$ cat src/rtl/tfm_pkg.sv
package tfm_pkg;
    typedef logic [7:0] byte_t;

    typedef struct packed {
        logic  bad;
        byte_t lsn;
    } map_entry_t;
endpackage

$ cat src/rtl/tfm_capture.sv
module tfm_capture
    import tfm_pkg::*;
#(
    parameter int BUF_BYTES = 256,
    parameter int MAX_ENT   = 128,
    localparam int IDX_W    = $clog2(BUF_BYTES),
    localparam int SLOT_W   = $clog2(MAX_ENT),
    localparam int CNT_W    = $clog2(MAX_ENT + 1)
) (
    input  logic             clk,
    input  logic             rst_n,
    input  logic             fmt_start,
    input  logic [7:0]       fmt_count,
    input  logic             wr_valid,
    input  byte_t            wr_byte,
    output logic             busy_o,
    output logic             ready_o,
    output logic             done_o,
    output logic [CNT_W-1:0] count_o,
    output map_entry_t       tbl_o [MAX_ENT]
);
    typedef struct {
        logic             busy;
        logic             ready;
        logic             done;
        logic [IDX_W-1:0] idx;
        logic [CNT_W-1:0] count;
        map_entry_t       tbl [MAX_ENT];
    } cap_state_t;

    cap_state_t s_d, s_q;

    always_comb begin
        logic [IDX_W-2:0] pair;
        s_d      = s_q;
        s_d.done = 1'b0;
        pair     = s_q.idx[IDX_W-1:1];
        if (fmt_start) begin
            s_d.busy  = 1'b1;
            s_d.ready = 1'b0;
            s_d.idx   = '0;
            s_d.count = (int'(fmt_count) > MAX_ENT) ? CNT_W'(MAX_ENT) : CNT_W'(fmt_count);
        end else if (s_q.busy && wr_valid) begin
            if (int'(pair) < int'(s_q.count)) begin
                if (s_q.idx[0]) begin
                    s_d.tbl[pair[SLOT_W-1:0]].lsn = wr_byte;
                end else begin
                    s_d.tbl[pair[SLOT_W-1:0]].bad = (wr_byte != 8'h00);
                end
            end
            if (s_q.idx == IDX_W'(BUF_BYTES - 1)) begin
                s_d.busy  = 1'b0;
                s_d.ready = 1'b1;
                s_d.done  = 1'b1;
                s_d.idx   = '0;
            end else begin
                s_d.idx = s_q.idx + 1'b1;
            end
        end
    end

    always_ff @(posedge clk) begin
        if (!rst_n) begin
            s_q.busy  <= 1'b0;
            s_q.ready <= 1'b0;
            s_q.done  <= 1'b0;
            s_q.idx   <= '0;
            s_q.count <= '0;
            for (int i = 0; i < MAX_ENT; i++) begin
                s_q.tbl[i] <= '0;
            end
        end else begin
            s_q <= s_d;
        end
    end

    assign busy_o  = s_q.busy;
    assign ready_o = s_q.ready;
    assign done_o  = s_q.done;
    assign count_o = s_q.count;
    assign tbl_o   = s_q.tbl;

    // the completion pulse only comes with a usable map
    a_r4_done_with_ready: assert property (@(posedge clk) disable iff (!rst_n)
        s_q.done |-> s_q.ready);
    // a capture in progress and a ready map never coexist
    a_r4_busy_excl_ready: assert property (@(posedge clk) disable iff (!rst_n)
        !(s_q.busy && s_q.ready));
    // a start always opens a fresh capture
    a_r2_start_opens: assert property (@(posedge clk) disable iff (!rst_n)
        fmt_start |=> (s_q.busy && !s_q.ready && s_q.idx == '0));
    // the latched count never exceeds the table size
    a_r10_count_bounded: assert property (@(posedge clk) disable iff (!rst_n)
        int'(s_q.count) <= MAX_ENT);
endmodule

$ cat src/rtl/tfm_search.sv
module tfm_search
    import tfm_pkg::*;
#(
    parameter int MAX_ENT  = 128,
    localparam int SLOT_W  = $clog2(MAX_ENT),
    localparam int CNT_W   = $clog2(MAX_ENT + 1)
) (
    input  map_entry_t        tbl [MAX_ENT],
    input  logic [CNT_W-1:0]  count,
    input  byte_t             key,
    output logic              hit,
    output logic [SLOT_W-1:0] slot,
    output logic              bad
);
    // Scan from the top down so that the lowest matching slot wins.
    always_comb begin
        hit  = 1'b0;
        slot = '0;
        bad  = 1'b0;
        for (int i = MAX_ENT - 1; i >= 0; i--) begin
            if ((i < int'(count)) && (tbl[i].lsn == key)) begin
                hit  = 1'b1;
                slot = SLOT_W'(i);
                bad  = tbl[i].bad;
            end
        end
    end
endmodule

$ cat src/rtl/track_fmt_mapper.sv
module track_fmt_mapper
    import tfm_pkg::*;
#(
    parameter int BUF_BYTES = 256,
    parameter int MAX_ENT   = 128,
    localparam int SLOT_W   = $clog2(MAX_ENT),
    localparam int CNT_W    = $clog2(MAX_ENT + 1)
) (
    input  logic              clk,
    input  logic              rst_n,
    input  logic              fmt_start,
    input  logic [7:0]        fmt_count,
    input  logic              wr_valid,
    input  logic [7:0]        wr_byte,
    input  logic              lk_valid,
    input  logic [7:0]        lk_sector,
    output logic              fmt_busy,
    output logic              map_ready,
    output logic              fmt_done,
    output logic              rsp_valid,
    output logic              rsp_found,
    output logic              rsp_bad,
    output logic [SLOT_W-1:0] rsp_slot
);
    typedef struct packed {
        logic              valid;
        logic              found;
        logic              bad;
        logic [SLOT_W-1:0] slot;
    } rsp_t;

    map_entry_t        tbl [MAX_ENT];
    logic [CNT_W-1:0]  count;
    logic              hit;
    logic              hit_bad;
    logic [SLOT_W-1:0] hit_slot;
    rsp_t              rsp_d, rsp_q;

    tfm_capture #(.BUF_BYTES(BUF_BYTES), .MAX_ENT(MAX_ENT)) capture_i (
        .clk       (clk),
        .rst_n     (rst_n),
        .fmt_start (fmt_start),
        .fmt_count (fmt_count),
        .wr_valid  (wr_valid),
        .wr_byte   (wr_byte),
        .busy_o    (fmt_busy),
        .ready_o   (map_ready),
        .done_o    (fmt_done),
        .count_o   (count),
        .tbl_o     (tbl)
    );

    tfm_search #(.MAX_ENT(MAX_ENT)) search_i (
        .tbl   (tbl),
        .count (count),
        .key   (lk_sector),
        .hit   (hit),
        .slot  (hit_slot),
        .bad   (hit_bad)
    );

    always_comb begin
        rsp_d       = '0;
        rsp_d.valid = lk_valid;
        rsp_d.found = lk_valid && map_ready && hit;
        rsp_d.bad   = rsp_d.found && hit_bad;
        rsp_d.slot  = rsp_d.found ? hit_slot : '0;
    end

    always_ff @(posedge clk) begin
        if (!rst_n) begin
            rsp_q <= '0;
        end else begin
            rsp_q <= rsp_d;
        end
    end

    assign rsp_valid = rsp_q.valid;
    assign rsp_found = rsp_q.found;
    assign rsp_bad   = rsp_q.bad;
    assign rsp_slot  = rsp_q.slot;

    // every request is answered in the next cycle
    a_r6_answer_next: assert property (@(posedge clk) disable iff (!rst_n)
        lk_valid |=> rsp_valid);
    // no hit can come back while the map is not ready
    a_r7_no_hit_unready: assert property (@(posedge clk) disable iff (!rst_n)
        (lk_valid && !map_ready) |=> !rsp_found);
    // the bad marker is only given with a hit
    a_r8_bad_needs_hit: assert property (@(posedge clk) disable iff (!rst_n)
        rsp_bad |-> (rsp_found && rsp_valid));
endmodule

$ cat config.mk
export PLATFORM = sky130hd
export DESIGN_NAME = track_fmt_mapper
export DESIGN_NICKNAME = d
export VERILOG_FILES = /design/src/rtl/tfm_pkg.sv /design/src/rtl/tfm_capture.sv /design/src/rtl/tfm_search.sv /design/src/rtl/track_fmt_mapper.sv
export SDC_FILE = /design/constraint.sdc
export NUM_CORES = 2
export LEC_CHECK = 0
export BUFFER_PORTS_ARGS = -buffer_cell sky130_fd_sc_hd__buf_2
export CELL_PAD_IN_SITES_DETAIL_PLACEMENT = 1
export CELL_PAD_IN_SITES_GLOBAL_PLACEMENT = 2
export CORE_MARGIN = 1.5
export CORE_UTILIZATION = 40
export CTS_CLUSTER_SIZE = 14
export DETAILED_ROUTE_END_ITERATION = 7
export GPL_TIMING_DRIVEN = 1
export PLACE_DENSITY = 0.87
export SETUP_SLACK_MARGIN = 0.3
export SYNTH_ARGS = -nofsm -noshare
export SYNTH_HDL_FRONTEND = slang
export SYNTH_HIERARCHICAL = 1
export SYNTH_SLANG_ARGS = --single-unit
$ cat constraint.sdc
create_clock -name clk -period 3.91 [get_ports clk]
set_clock_uncertainty 0.15 [all_clocks]
set_input_delay 0.1955 -clock clk [delete_from_list [all_inputs] [get_ports clk]]
set_output_delay 0.1955 -clock clk [all_outputs]
set_load 0.01 [all_outputs]
==> run_results.csv <==
group,metric,value,unit
outcome,status,"finished clean",
logic_synthesis,synthAdderAreaFrac,0.124,%
clock_tree,cts_tree,"yes",
global_route,grt_usage,26.4,%
drt,drtIter0Drc,3951,
logic_synthesis,synth.distinct_cells,95,
clock_tree,cts_max_path_buffers,3,
logic_synthesis,yosys.area_share.simple,16.1,%
worst_setup_path,critPathBufInv,5,
pwr,powerDensity,381,nW/um^2
floorplanning,die_height,423,um
worst_setup_path,r2r_cells,14,
finish,num-fill-cells,19600,
global_route,grt_pass1_wl,360000,um
timing,tightest_slew,1.25,ns
timing,fin_crit_sh,94.8,%
worst_setup_path,cp_slowest_stage_delay,0.57,ns
drt,postRouteAntennaNets,0,
worst_setup_path,crit_chain,"buf_4, buf_4, buf_4, a21oi_2, nor4_2, buf_4, or4_4, nor2_4, nand4_1, nor3_4, buf_6, nand3b_1, and4_4, and2_4",
global_route,use_met2,43.8,%
drt,vias,51700,
global_route,grt_util_met3,3.34,%
timing,hold_ws,0.241,ns
drt,routedWlPerCell,26.3,um
clock_tree,cts_root_buffer,"clkbuf_16",
floorplanning,pin_count,42,
timing,rsz0062_at_grt,"true",
worst_setup_path,r2r-end,"rsp_slot[4]",
global_route,grt_max_degree,208,
hold_path,min_delay_path_depth,3,
worst_setup_path,worstPathRequired,4.45,ns
timing,fin_tns_setup,0,ns
logic_synthesis,synth_compound_area_share,6.29,%
timing,setup_viol,0,
pwr,ir_drop,0.320,mV
timing,min_period,3.71,ns
finish,syn2layout_area_growth,4.24,%
clock_tree,clk_latency,0.79,ns
finish,fin_cells,9246,
logic_synthesis,async_flop_share,0,%
logic_synthesis,synth-seq-cells,1181,
worst_setup_path,critPathSlowestCell,"or4_4",
logic_synthesis,synthesis.nets,7761,
drt,drt_wl_total,244000,um
global_route,grt.overflow.total,0,
worst_setup_path,reg2reg_setup_slack,0.20,ns
floorplanning,dieArea,179000,sq um
hold_path,hp-class,"in -> reg",
timing,max_freq,0.270,GHz
floorplanning,fp.dieW,423,um
logic_synthesis,synth_cells,7725,
placement,hpwl,161000,um
worst_setup_path,r2r_start,"capture_i/count_o[3]",
hold_path,worstHoldStart,"lk_valid",
worst_setup_path,worstSetupStartpointType,"flop",
drt,remaining_drc_errors,0,
finish,final_util,42.1,%
clock_tree,clk_pin_slew_worst_paths,0.06,ns
global_route,grt_pass1_vias,54000,
floorplanning,start_util,40.4,%
flow_run,drv_cap,0,
pwr,leakagePower,26.9,nW
logic_synthesis,synth_xor_area_share,12.7,%
worst_setup_path,critPathKind,"reg -> reg",
global_route,met1_usage,34.0,%
logic_synthesis,synth_edf_count,0,
worst_setup_path,crit_fanout,9,
logic_synthesis,yosys_warnings,6,
worst_setup_path,cp.arrival,4.25,ns
placement,gp_congestion,0.958,
pwr,finalPower,28.1,mW
placement,io_buffers,41,
worst_setup_path,end_kind,"flop",
timing,hold_viol,0,
placement,dp.cells,8932,
logic_synthesis,synth_top_family_by_area,"buffers and inverters",
logic_synthesis,synthMuxAreaShare,14.8,%
global_route,gr-max-usage-layer,"met2",
logic_synthesis,synthFlopType,"dfxtp_1",
logic_synthesis,synth_area,70600,sq um
logic_synthesis,synth.avg_cell_area,9.13,sq um
timing,relSlewSlack,16.9,%
clock_tree,numCtsBuffers,137,
worst_setup_path,cp_top_family,"simple AND/OR/NAND/NOR gates",
logic_synthesis,yosysSeqAreaShare,33.5,%
drt,first_pass_iters,5,
worst_setup_path,cpMostUsedCell,"buf_4",
global_route,antenna_found_initial,5,
finish,drive_above_1_share,16.5,%
floorplanning,core,175000,sq um
finish,fin_nets,6852,
drt,viasPerCell,5.59,
clock_tree,htreeDepth,4,
floorplanning,row_count,153,
clock_tree,cts_sinks,1181,
timing,final_max_slew_viol_count,0,
hold_path,hold_end,"rsp_valid",
metrics by stage:
stage / setup slack, ns / area, sq um
finish: 0.203 / 73600
global route: 0.172 / 73600
CTS: 0.300 / 73000
detailed placement: -0.653 / 67300
global placement: -0.555 / 67300
floorplan: 0.443 / 70600
state kept, by name, indices dropped and copies added, names as in the netlist:
name,count
capture_i/busy_o,1
rsp_slot,7
capture_i/count_o,8
rsp_bad,1
capture_i/ready_o,1
capture_i/s_q,8
rsp_valid,1
rsp_found,1
capture_i/tbl_o,1152
capture_i/done_o,1
cells in the final DEF, fill, tap and decap left out, types with 125 or more instances in the layout:
cell and count:
mux2i_1 1043, dfxtp_1 1173, buf_4 478, nor4_1 125, o211ai_1 161, xor2_1 449
nand4_1 139, xnor2_1 571, nand2_1 1168, clkbuf_16 139
cells by family (layout without fill, tap and decap cells):
logic type	Yosys count	after routing
muxes	1046	1046
other	0	1
and+or+nand+nor	2147	2149
adders and majority gates	7	7
DFF	1181	1181
AOI/OAI and AO/OA	588	588
buffers and inverters	1736	929
xor gates and xnor gates	1020	1020
cells in the mapped netlist (14+ instances only):
cell | count | share of area, %
buf_4 | 1249 | 13
dfxtp_1 | 1181 | 34
nand2_1 | 1179 | 6.3
mux2i_1 | 1044 | 15
xnor2_1 | 571 | 7.1
xor2_1 | 449 | 5.6
clkbuf_1 | 302 | 1.6
o211ai_1 | 161 | 1.7
nor4_1 | 144 | 1.3
nand4_1 | 139 | 1.2
nor2_1 | 130 | 0.69
o31ai_1 | 122 | 1.3
nor3_4 | 118 | 2.7
nand3_1 | 102 | 0.72
nor3_1 | 96 | 0.68
buf_2 | 81 | 0.57
a21oi_1 | 55 | 0.39
inv_1 | 49 | 0.26
buf_6 | 43 | 0.69
o21ai_0 | 42 | 0.30
a211oi_1 | 35 | 0.37
or3_1 | 35 | 0.31
nand2b_1 | 29 | 0.26
and3_1 | 26 | 0.23
nor2b_1 | 24 | 0.21
o2111ai_1 | 24 | 0.30
or4_1 | 20 | 0.21
a31oi_1 | 18 | 0.16
and2_1 | 18 | 0.16
a2111oi_0 | 14 | 0.17
power by group:
part           total, mW  internal (mW)  switching (mW)
registers           12.0           12.0          0.0130
logic               2.41          0.775            1.63
clock network       13.6           8.00            5.61
total               28.1           20.8            7.25
layer usage:
layer | vias up | wire length [um]
met5 | - | 0
met4 | 0 | 12300
met3 | 478 | 11700
met2 | 1434 | 114000
met1 | 26500 | 105000
li1 | 23300 | -
what timing repair did:
| item | in CTS | in global routing |
|---|---|---|
| setup buffers | 19 | 28 |
| pin swaps | 33 | 37 |
| resized for setup | 134 | 53 |
| hold endpoints to repair | 142 | 0 |
| setup endpoints to repair | 84 | 49 |
| hold buffers | 21 | 0 |
| gates cloned | 1 | 1 |
cell type report:
type,count,area (sq um),area share (%)
antenna,1,2.50,0.00340
clock buffer,191,3890,5.29
clock inverter,52,778,1.06
inverter,49,184,0.250
multi-input combinational,4810,36200,49.2
sequential,1181,23700,32.2
tap,2325,2910,3.96
timing repair buffer,637,5910,8.04
how the worst max path moves through the flow:
stage                                    start     endpoint  slack, ns  cells after the start
final                     capture_i/count_o[3]  rsp_slot[4]       0.20                     14
after global routing      capture_i/count_o[1]  rsp_slot[1]       0.17                     14
after CTS                 capture_i/count_o[3]      rsp_bad       0.30                     15
after detailed placement  capture_i/count_o[0]  rsp_slot[2]      -0.65                     14
after global placement    capture_i/count_o[1]  rsp_slot[2]      -0.56                     14
after floorplan           capture_i/count_o[7]  rsp_slot[0]       0.44                     16
worst register-to-register path, stage by stage (launching register included):
cell      delay (ns)
dfxtp_4         0.37
buf_4           0.16
buf_4           0.18
buf_4           0.15
a21oi_2         0.30
nor4_2          0.12
buf_4           0.17
or4_4           0.57
nor2_4          0.19
nand4_1         0.22
nor3_4          0.35
buf_6           0.15
nand3b_1        0.13
and4_4          0.25
and2_4          0.16
Note: power is estimated with default switching activity, not from simulation.
